[config.mk]
export PLATFORM = sky130hd
export DESIGN_NAME = chirp_sweep_gen
export DESIGN_NICKNAME = d
export VERILOG_FILES = /design/src/rtl/chirp_pkg.sv /design/src/rtl/chirp_ctrl.sv /design/src/rtl/chirp_rate_acc.sv /design/src/rtl/chirp_phase_acc.sv /design/src/rtl/chirp_sweep_gen.sv
export SDC_FILE = /design/constraint.sdc
export NUM_CORES = 1
export LEC_CHECK = 0
export BUFFER_PORTS_ARGS = -buffer_cell sky130_fd_sc_hd__buf_2
export CORE_AREA = 2 2 146 148
export DETAILED_ROUTE_END_ITERATION = 8
export DIE_AREA = 0 0 148 150
export PLACE_DENSITY = 0.78
export SLEW_MARGIN = 10
export SYNTH_ARGS = -nofsm -noshare
export SYNTH_HDL_FRONTEND = slang
export SYNTH_HIERARCHICAL = 1
export SYNTH_SLANG_ARGS = --single-unit
[constraint.sdc]
create_clock -name clk -period 5.15 [get_ports clk]
set_input_delay 0.515 -clock clk [delete_from_list [all_inputs] [get_ports clk]]
set_output_delay 0.515 -clock clk [all_outputs]
set_load 0.05 [all_outputs]
[src/rtl/chirp_pkg.sv]
package chirp_pkg;
    localparam int unsigned CHIRP_FW  = 32;
    localparam int unsigned CHIRP_PHO = 8;

    typedef enum logic [1:0] {
        S_IDLE  = 2'd0,
        S_SWEEP = 2'd1,
        S_HOLD  = 2'd2
    } sweep_state_e;
endpackage

[src/rtl/chirp_ctrl.sv]
module chirp_ctrl
    import chirp_pkg::*;
(
    input  logic clk,
    input  logic rst,
    input  logic go_i,
    input  logic hit_i,
    output logic load_o,
    output logic step_o,
    output logic done_o
);
    sweep_state_e state_q, state_d;
    logic         done_d;

    // state register
    always_ff @(posedge clk) begin
        if (rst) begin
            state_q <= S_IDLE;
            done_o  <= 1'b0;
        end else begin
            state_q <= state_d;
            done_o  <= done_d;
        end
    end

    // next state and outputs
    always_comb begin
        state_d = state_q;
        load_o  = go_i;
        step_o  = 1'b0;
        done_d  = 1'b0;
        unique case (state_q)
            S_IDLE: begin
                if (go_i) state_d = S_SWEEP;            // START
            end
            S_SWEEP: begin
                if (go_i) begin
                    state_d = S_SWEEP;                  // START (restart)
                end else begin
                    step_o = 1'b1;
                    if (hit_i) begin
                        state_d = S_HOLD;               // ARRIVE
                        done_d  = 1'b1;
                    end
                end
            end
            S_HOLD: begin
                if (go_i) state_d = S_SWEEP;            // START
            end
            default: state_d = S_IDLE;
        endcase
    end

    // done lasts a single cycle
    p_done_pulse_r8: assert property (@(posedge clk) disable iff (rst)
        done_o |=> !done_o);

    // HOLD persists until a new start
    p_hold_stay_r8: assert property (@(posedge clk) disable iff (rst)
        (state_q == S_HOLD && !go_i) |=> state_q == S_HOLD);

    // start always enters SWEEP
    p_start_sweep_r2: assert property (@(posedge clk) disable iff (rst)
        go_i |=> state_q == S_SWEEP);
endmodule

[src/rtl/chirp_rate_acc.sv]
module chirp_rate_acc #(
    parameter int unsigned FW = 32
) (
    input  logic          clk,
    input  logic          rst,
    input  logic          load_i,
    input  logic          step_i,
    input  logic [FW-1:0] rate_i,
    input  logic [FW-1:0] f_start_i,
    input  logic [FW-1:0] f_end_i,
    input  logic          dir_down_i,
    output logic [FW-1:0] inc_o,
    output logic          hit_o
);
    localparam int unsigned EW = FW + 1;

    logic [FW-1:0] inc_q, end_q;
    logic          down_q;
    logic [EW-1:0] sum_w, diff_w;
    logic [FW-1:0] next_w;

    assign sum_w  = {1'b0, inc_q} + {1'b0, rate_i};
    assign diff_w = {1'b0, inc_q} - {1'b0, rate_i};

    always_comb begin
        if (down_q) begin
            next_w = diff_w[FW-1:0];
            hit_o  = diff_w[FW] | (diff_w[FW-1:0] <= end_q);
        end else begin
            next_w = sum_w[FW-1:0];
            hit_o  = sum_w[FW] | (sum_w[FW-1:0] >= end_q);
        end
    end

    always_ff @(posedge clk) begin
        if (rst) begin
            inc_q  <= '0;
            end_q  <= '0;
            down_q <= 1'b0;
        end else if (load_i) begin
            inc_q  <= f_start_i;
            end_q  <= f_end_i;
            down_q <= dir_down_i;
        end else if (step_i) begin
            inc_q  <= hit_o ? end_q : next_w;
        end
    end

    assign inc_o = inc_q;

    // an up step never lowers the word
    p_up_rise_r4: assert property (@(posedge clk) disable iff (rst)
        (step_i && !down_q && !hit_o) |=> inc_q >= $past(inc_q));

    // a down step never raises the word
    p_down_fall_r5: assert property (@(posedge clk) disable iff (rst)
        (step_i && down_q && !hit_o) |=> inc_q <= $past(inc_q));

    // clamping lands on the captured end word
    p_clamp_end_r6: assert property (@(posedge clk) disable iff (rst)
        (step_i && hit_o) |=> inc_q == $past(end_q));

    // word frozen when neither loading nor stepping
    p_idle_stable_r8: assert property (@(posedge clk) disable iff (rst)
        (!step_i && !load_i) |=> $stable(inc_q));
endmodule

[src/rtl/chirp_phase_acc.sv]
module chirp_phase_acc #(
    parameter int unsigned FW  = 32,
    parameter int unsigned PHO = 8
) (
    input  logic           clk,
    input  logic           rst,
    input  logic           clr_i,
    input  logic [FW-1:0]  inc_i,
    output logic           sq_o,
    output logic [PHO-1:0] top_o
);
    logic [FW-1:0] phase_q;

    always_ff @(posedge clk) begin
        if (rst || clr_i) phase_q <= '0;
        else              phase_q <= phase_q + inc_i;
    end

    assign sq_o  = phase_q[FW-1];
    assign top_o = phase_q[FW-1 -: PHO];

    // phase advances by the increment, modulo 2^FW
    p_phase_step_r3: assert property (@(posedge clk) disable iff (rst)
        !clr_i |=> phase_q == $past(phase_q) + $past(inc_i));
endmodule

[src/rtl/chirp_sweep_gen.sv]
module chirp_sweep_gen
    import chirp_pkg::*;
#(
    parameter int unsigned FW  = CHIRP_FW,
    parameter int unsigned PHO = CHIRP_PHO
) (
    input  logic           clk,
    input  logic           rst,
    input  logic [FW-1:0]  rate_i,
    input  logic [FW-1:0]  f_start_i,
    input  logic [FW-1:0]  f_end_i,
    input  logic           go_i,
    input  logic           dir_down_i,
    output logic           sq_o,
    output logic [PHO-1:0] phase_top_o,
    output logic [FW-1:0]  freq_o,
    output logic           done_o
);
    logic load_w, step_w, hit_w;

    chirp_ctrl u_ctrl (
        .clk    (clk),
        .rst    (rst),
        .go_i   (go_i),
        .hit_i  (hit_w),
        .load_o (load_w),
        .step_o (step_w),
        .done_o (done_o)
    );

    chirp_rate_acc #(.FW(FW)) u_rate (
        .clk        (clk),
        .rst        (rst),
        .load_i     (load_w),
        .step_i     (step_w),
        .rate_i     (rate_i),
        .f_start_i  (f_start_i),
        .f_end_i    (f_end_i),
        .dir_down_i (dir_down_i),
        .inc_o      (freq_o),
        .hit_o      (hit_w)
    );

    chirp_phase_acc #(.FW(FW), .PHO(PHO)) u_phase (
        .clk   (clk),
        .rst   (rst),
        .clr_i (load_w),
        .inc_i (freq_o),
        .sq_o  (sq_o),
        .top_o (phase_top_o)
    );

    // start loads the start word and zeroes the phase
    p_load_r2: assert property (@(posedge clk) disable iff (rst)
        go_i |=> (freq_o == $past(f_start_i)) && (phase_top_o == '0) && !sq_o);

    // reset leaves everything at zero
    p_reset_r1: assert property (@(posedge clk)
        rst |=> (freq_o == '0) && !sq_o && !done_o && (phase_top_o == '0));
endmodule

==> results of run 1 <==
metrics by stage:
| step | cell area (µm²) | total power [mW] | setup WS [ns] | util (%) | setup TNS (ns) |
|---|---|---|---|---|---|
| after floorplan | 11200 | 1.96 | 0.148 | - | 0 |
| after global placement | 12500 | 2.44 | -0.0717 | 60.6 | -0.0770 |
| after detailed placement | 12500 | 2.46 | -0.165 | 60.6 | -0.537 |
| after CTS | 12800 | 3.09 | 0.0455 | 61.9 | 0 |
| after global routing | 12900 | 3.33 | 0.00298 | 62.5 | 0 |
| final | 12900 | 3.16 | 0.178 | 62.5 | 0 |
power groups by stage:
stage               registers, mW  clock network [mW]  logic, mW
finish                      0.876               0.630       1.65
global route                0.878               0.666       1.79
CTS                         0.871               0.639       1.58
detailed placement          0.889                   0       1.57
global placement            0.888                   0       1.55
floorplan                   0.943                   0       1.02
Yosys cell counts (18+ instances only):
cell type	instances	share of area (%)
nand4_1	22	1.2
clkbuf_1	39	1.3
a21oi_1	132	5.9
nand2_1	87	2.9
nor3_1	36	1.6
xnor2_1	64	5.0
and3_1	23	1.3
a21o_1	36	2.4
dfxtp_1	100	18
buf_2	19	0.85
ha_1	159	18
mux2i_1	58	5.2
nor2_1	116	3.9
nand3_1	35	1.6
xor2_1	18	1.4
inv_1	103	3.4
o21ai_0	60	2.7
cell type report:
cell class	count	share of cell area (%)
sequential	100	15.5
timing repair buffer	234	10.9
multi-input combinational	1144	65.7
clock buffer	11	1.80
tap	275	2.66
inverter	109	3.16
clock inverter	5	0.300
final timing paths:
kind	cells past startpoint	to	slack (ns)	from
worst max-delay path	18	u_rate/inc_o[19]$_SDFFE_PP0P_	0.18	u_rate/inc_o[6]$_SDFFE_PP0P_
worst min-delay path	3	u_rate/end_q[10]$_SDFFE_PP0P_	0.41	f_end_i[10]
worst min register to register	2	u_rate/end_q[3]$_SDFFE_PP0P_	0.51	u_rate/end_q[3]$_SDFFE_PP0P_
worst max register to register	18	u_rate/inc_o[19]$_SDFFE_PP0P_	0.18	u_rate/inc_o[6]$_SDFFE_PP0P_
logic make-up (layout without fill, tap and decap cells):
logic type | after synthesis | after routing | synth area share (%)
AO/OA/AOI/OAI | 421 | 421 | 25.9
XOR/XNOR | 82 | 82 | 6.40
adder cells (fa/ha/maj) | 162 | 162 | 18.3
buffers and inverters | 190 | 359 | 7.27
flip-flops | 100 | 100 | 17.8
multiplexers | 61 | 61 | 5.48
AND/OR/NAND/NOR | 418 | 418 | 18.8
tightest hold or removal path: cells and delay by family:
kind | cells | cell delay, ns
buffers and inverters | 1 | 0.08
muxes | 1 | 0.06
and+or+nand+nor | 1 | 0.07
sequential cells by signal, summed over array words and instances, names as in the netlist:
signal and flops:
u_rate/inc_o 32, u_phase/phase_q 32, u_rate/end_q 32, u_ctrl/state_q 2, u_ctrl/done_o 1, u_rate/down_q 1
repair_timing:
action | in CTS | in global routing
buffers inserted | 0 | 4
setup endpoints to repair | 0 | 28
resized for setup | 0 | 20
per-layer routing:
| metal | wire length, µm | vias to the layer above |
|---|---|---|
| met5 | 0 | - |
| met4 | 719 | 0 |
| met3 | 4230 | 54 |
| met2 | 16400 | 579 |
| met1 | 17500 | 5535 |
| li1 | - | 5560 |
==> results.py, run 1 <==
metrics = {
    "timing": {
        "maxSlewHeadroom_pct": 29.0,
        "fmax_mhz": 201,
        "setup_viol": 0,
        "slew_viol_final": 0,
        "period_share_pct": 96.5,
        "tightest_slew_ns": 1.06,
        "rsz0062_at_grt": "no",
        "skew_ns": 0.0113,
        "post-route-min-period_ns": 4.97,
        "hold_slack_ns": 0.409,
        "hold_viol_final": 0,
    },
    "synth": {
        "synth_flop_cell": "dfxtp_1",
        "synth-seq-cells": 100,
        "synth_edf_count": 0,
        "postSynthAreaPerCell_um2": 7.82,
        "netlist_area_um2": 11200,
        "synth-seq-area-share_pct": 17.8,
        "ys_async_sr_fraction_pct": 0,
        "ys_warn_count": 6,
        "netlist_instances": 1434,
        "synth_fp_nets": 1696,
        "synth_cell_type_count": 96,
    },
    "routing": {
        "routed_via_density": 6.24,
        "wl_per_cell_um": 20.7,
        "remaining_drc_errors": 0,
        "firstDrtPassIters": 6,
        "wl_mm": 38.8,
        "ant_nets": 0,
        "drt_iter0_drc": 1168,
        "vias": 11728,
    },
    "global_routing": {
        "grt_pass1_vias": 10793,
        "met3_usage_pct": 8.69,
        "busiest_layer": "met2",
        "grt-ovfl-total": 0,
        "antenna_found_initial": 0,
        "grt_util_met1_pct": 49.5,
        "grt_pass1_wl_mm": 59.7,
        "track_usage_pct": 34.0,
        "grt_max_degree": 50,
        "met2_usage_pct": 50.0,
    },
    "clock_tree": {
        "clkSlewWorstSetupHoldPaths_ns": 0.07,
        "clkSinkCount": 100,
        "postCtsHoldBufs": 0,
        "htree_levels": 3,
        "clock_path_buffers": 2,
        "cts_tree": "built",
        "clock_latency_ns": 0.34,
        "root_buffer": "clkbuf_16",
        "cts_inserted_buffers": 9,
    },
    "setup_path": {
        "critPathCaptureType": "flop",
        "crit_path_start_kind": "flop",
        "crit_family": "compound AO/OA/AOI/OAI gates",
        "cpMaxStageDelayCell": "or4_4",
        "critPathMaxStageDelay_ns": 0.57,
        "path_buf_inv": 1,
        "crit_fanout": 4,
        "crit_type": "reg -> reg",
        "cp.arrival_ns": 5.24,
        "crit_chain": "ha_1, a21oi_1, o32ai_2, or3_1, a2111o_1, a21o_1, xor2_1, ha_1, nand4_1, or4_4, a21o_1, o211ai_1, a21oi_1, a211oi_2, or2_1, inv_2, or4_1, a31oi_1",
        "required_ns": 5.42,
    },
    "power": {
        "clockPowerShare_pct": 19.9,
        "power.density_nw_per_um2": 244,
        "switching_share_pct": 43.3,
        "p_seq_share_pct": 27.7,
        "power.switching_mw": 1.37,
        "leakage_nw": 6.09,
        "comb_power_share_pct": 52.4,
        "vdd.ir_drop.worst_v": 0.000201,
        "p_int_mw": 1.79,
    },
    "floorplan": {
        "fp.dieW_um": 148,
        "io-pin-count": 142,
        "start_util_pct": 54.2,
        "coreArea_um2": 20700,
        "row_count": 53,
        "die_y_um": 150,
        "die-area_um2": 22200,
    },
    "cells_and_area": {
        "regArea_um2": 2000,
        "num_antenna_cells": 0,
        "multi_input_area_um2": 8490,
        "final_cell_mix": "159 x ha_1, 140 x buf_2, 130 x a21oi_1, 116 x nor2_1, 103 x inv_1",
        "area_delta_synth_final_pct": 15.2,
        "fin_nets": 1860,
        "final_common_cell": "ha_1",
        "fill_cells": 1923,
        "fin_cells": 1878,
        "drive_above_1_share_pct": 19.3,
    },
    "run": {
        "maxCapViolCount": 0,
    },
    "worst_hold_path": {
        "hold_path_class": "in -> reg",
    },
    "place": {
        "dp_hpwl_mm": 31.3,
        "gp_congestion": 1.03,
        "place_inst": 1858,
        "io_buffer_count": 141,
    },
    "outcome": {
        "outcome": "completed",
    },
}
No activity file was read; power rests on OpenSTA's default activity.
==> inputs of run 2 (changes only) <==
- CORE_AREA: 2 2 146 148 -> 5 5 149 151
- DIE_AREA: 0 0 148 150 -> 0 0 154 156
- MAX_ROUTING_LAYER: unset -> met4
==> results.py, run 2 (same netlist as run 1, synthesis figures left out) <==
metrics = {
    "floorplan": {
        "row_count": 53,
        "die_y_um": 156,
        "coreArea_um2": 20700,
        "die-area_um2": 24000,
        "fp.dieW_um": 154,
        "io-pin-count": 142,
        "start_util_pct": 54.2,
    },
    "cells_and_area": {
        "fin_nets": 1875,
        "num_antenna_cells": 0,
        "drive_above_1_share_pct": 20.3,
        "post-route-util_pct": 63.2,
        "final_common_cell": "ha_1",
        "fill_cells": 1872,
        "final_cell_mix": "158 x ha_1, 140 x buf_2, 130 x a21oi_1, 115 x nor2_1, 107 x buf_4",
        "area_delta_synth_final_pct": 16.5,
    },
    "timing": {
        "rsz0062_at_grt": "yes",
        "skew_ns": 0.00904,
        "slew_viol_final": 0,
        "tightest_slew_ns": 1.13,
        "hold_slack_ns": 0.398,
        "hold_viol_final": 0,
        "tns_ns": 0,
        "post-route-min-period_ns": 4.99,
        "fin_ws_ns": 0.158,
        "maxSlewHeadroom_pct": 24.3,
        "setup_viol": 0,
        "period_share_pct": 96.9,
        "fmax_mhz": 200,
    },
    "clock_tree": {
        "clock_latency_ns": 0.35,
        "clkSinkCount": 100,
        "root_buffer": "clkbuf_16",
        "clock_path_buffers": 2,
        "cts_tree": "built",
        "htree_levels": 3,
        "clkSlewWorstSetupHoldPaths_ns": 0.07,
        "postCtsHoldBufs": 0,
        "cts_inserted_buffers": 9,
    },
    "setup_path": {
        "required_ns": 5.43,
        "cp.arrival_ns": 5.27,
        "crit_path_start_kind": "flop",
        "critPathCaptureType": "flop",
        "crit_type": "reg -> reg",
        "worst-r2r-setup-slack_ns": 0.16,
        "crit_fanout": 10,
    },
    "routing": {
        "ant_nets": 0,
        "firstDrtPassIters": 6,
        "vias": 11685,
        "wl_per_cell_um": 20.7,
        "routed_via_density": 6.17,
        "drt_iter0_drc": 1258,
        "wl_mm": 39.2,
        "remaining_drc_errors": 0,
    },
    "global_routing": {
        "grt_pass1_vias": 10827,
        "track_usage_pct": 32.1,
        "grt_pass1_wl_mm": 59.9,
        "grt_max_degree": 65,
        "grt-ovfl-total": 0,
        "antenna_found_initial": 0,
    },
    "power": {
        "power.density_nw_per_um2": 245,
        "vdd.ir_drop.worst_v": 0.000167,
        "total_power_mw": 3.20,
        "leakage_nw": 6.18,
    },
    "place": {
        "dp_hpwl_mm": 31.9,
        "io_buffer_count": 141,
        "place_ws_ns": -0.0349,
        "gp_congestion": 1.07,
    },
    "outcome": {
        "outcome": "completed",
    },
    "worst_hold_path": {
        "hold_path_class": "in -> reg",
    },
    "run": {
        "maxCapViolCount": 0,
    },
}
==> run 2: path summary, 6_finish.rpt <==
| kind | start | endpoint | cells after the start |
|---|---|---|---|
| max reg2reg | u_rate/inc_o[16]$_SDFFE_PP0P_ | u_rate/inc_o[19]$_SDFFE_PP0P_ | 20 |
| max | u_rate/inc_o[16]$_SDFFE_PP0P_ | u_rate/inc_o[19]$_SDFFE_PP0P_ | 20 |
| min | f_end_i[19] | u_rate/end_q[19]$_SDFFE_PP0P_ | 3 |
| min reg2reg | u_rate/end_q[24]$_SDFFE_PP0P_ | u_rate/end_q[24]$_SDFFE_PP0P_ | 2 |
==> run 2: worst max-delay path, cell delays in order, from the launching register on <==
cell,delay (ns)
dfxtp_1,0.41
ha_1,0.38
buf_4,0.21
a211oi_1,0.30
o211ai_1,0.16
a41oi_1,0.34
nand4b_1,0.23
a31oi_1,0.37
o31ai_1,0.17
xnor2_1,0.17
ha_1,0.31
nand4_1,0.21
nor3_1,0.23
nand2_1,0.07
o211ai_1,0.13
a21oi_1,0.08
a211oi_2,0.20
or2_1,0.21
inv_2,0.08
or4_1,0.52
a31oi_1,0.14
==> run 2: timing repair <==
item,in CTS,in global routing
resized for setup,0,23
setup endpoints to repair,0,33
setup buffers,0,1
==> run 2: cell type report <==
| cell class | instances | area, µm² | area share [%] |
|---|---|---|---|
| Inverter | 109 | 409 | 3.13 |
| Clock inverter | 6 | 50.0 | 0.383 |
| Multi-Input combinational cell | 1144 | 8510 | 65.1 |
| Tap cell | 275 | 344 | 2.63 |
| Clock buffer | 10 | 229 | 1.75 |
| Sequential cell | 100 | 2010 | 15.3 |
| Timing Repair Buffer | 249 | 1530 | 11.7 |
==> run 2: metal layers <==
metal	global-route usage [%]	up-vias	routed length, µm
met2	46.7	554	16600
met5	-	-	0
met1	45.1	5497	17400
li1	-	5580	-
met4	6.81	0	800
met3	7.79	54	4440
==> run 2: per-stage QoR <==
stage	instance area, µm²	std cells
4_1_cts	13000	1892
3_5_place_dp	12700	1876
5_1_grt	13100	1893
3_3_place_gp	12700	1876
2_1_floorplan	11200	1434
6_report	13100	1893
==> run 2: report_power, final <==
part           internal, mW  total, mW  switching [mW]
clock network         0.333      0.649           0.316
registers             0.822      0.874          0.0519
logic                 0.656       1.67            1.02
total                  1.81       3.20            1.39
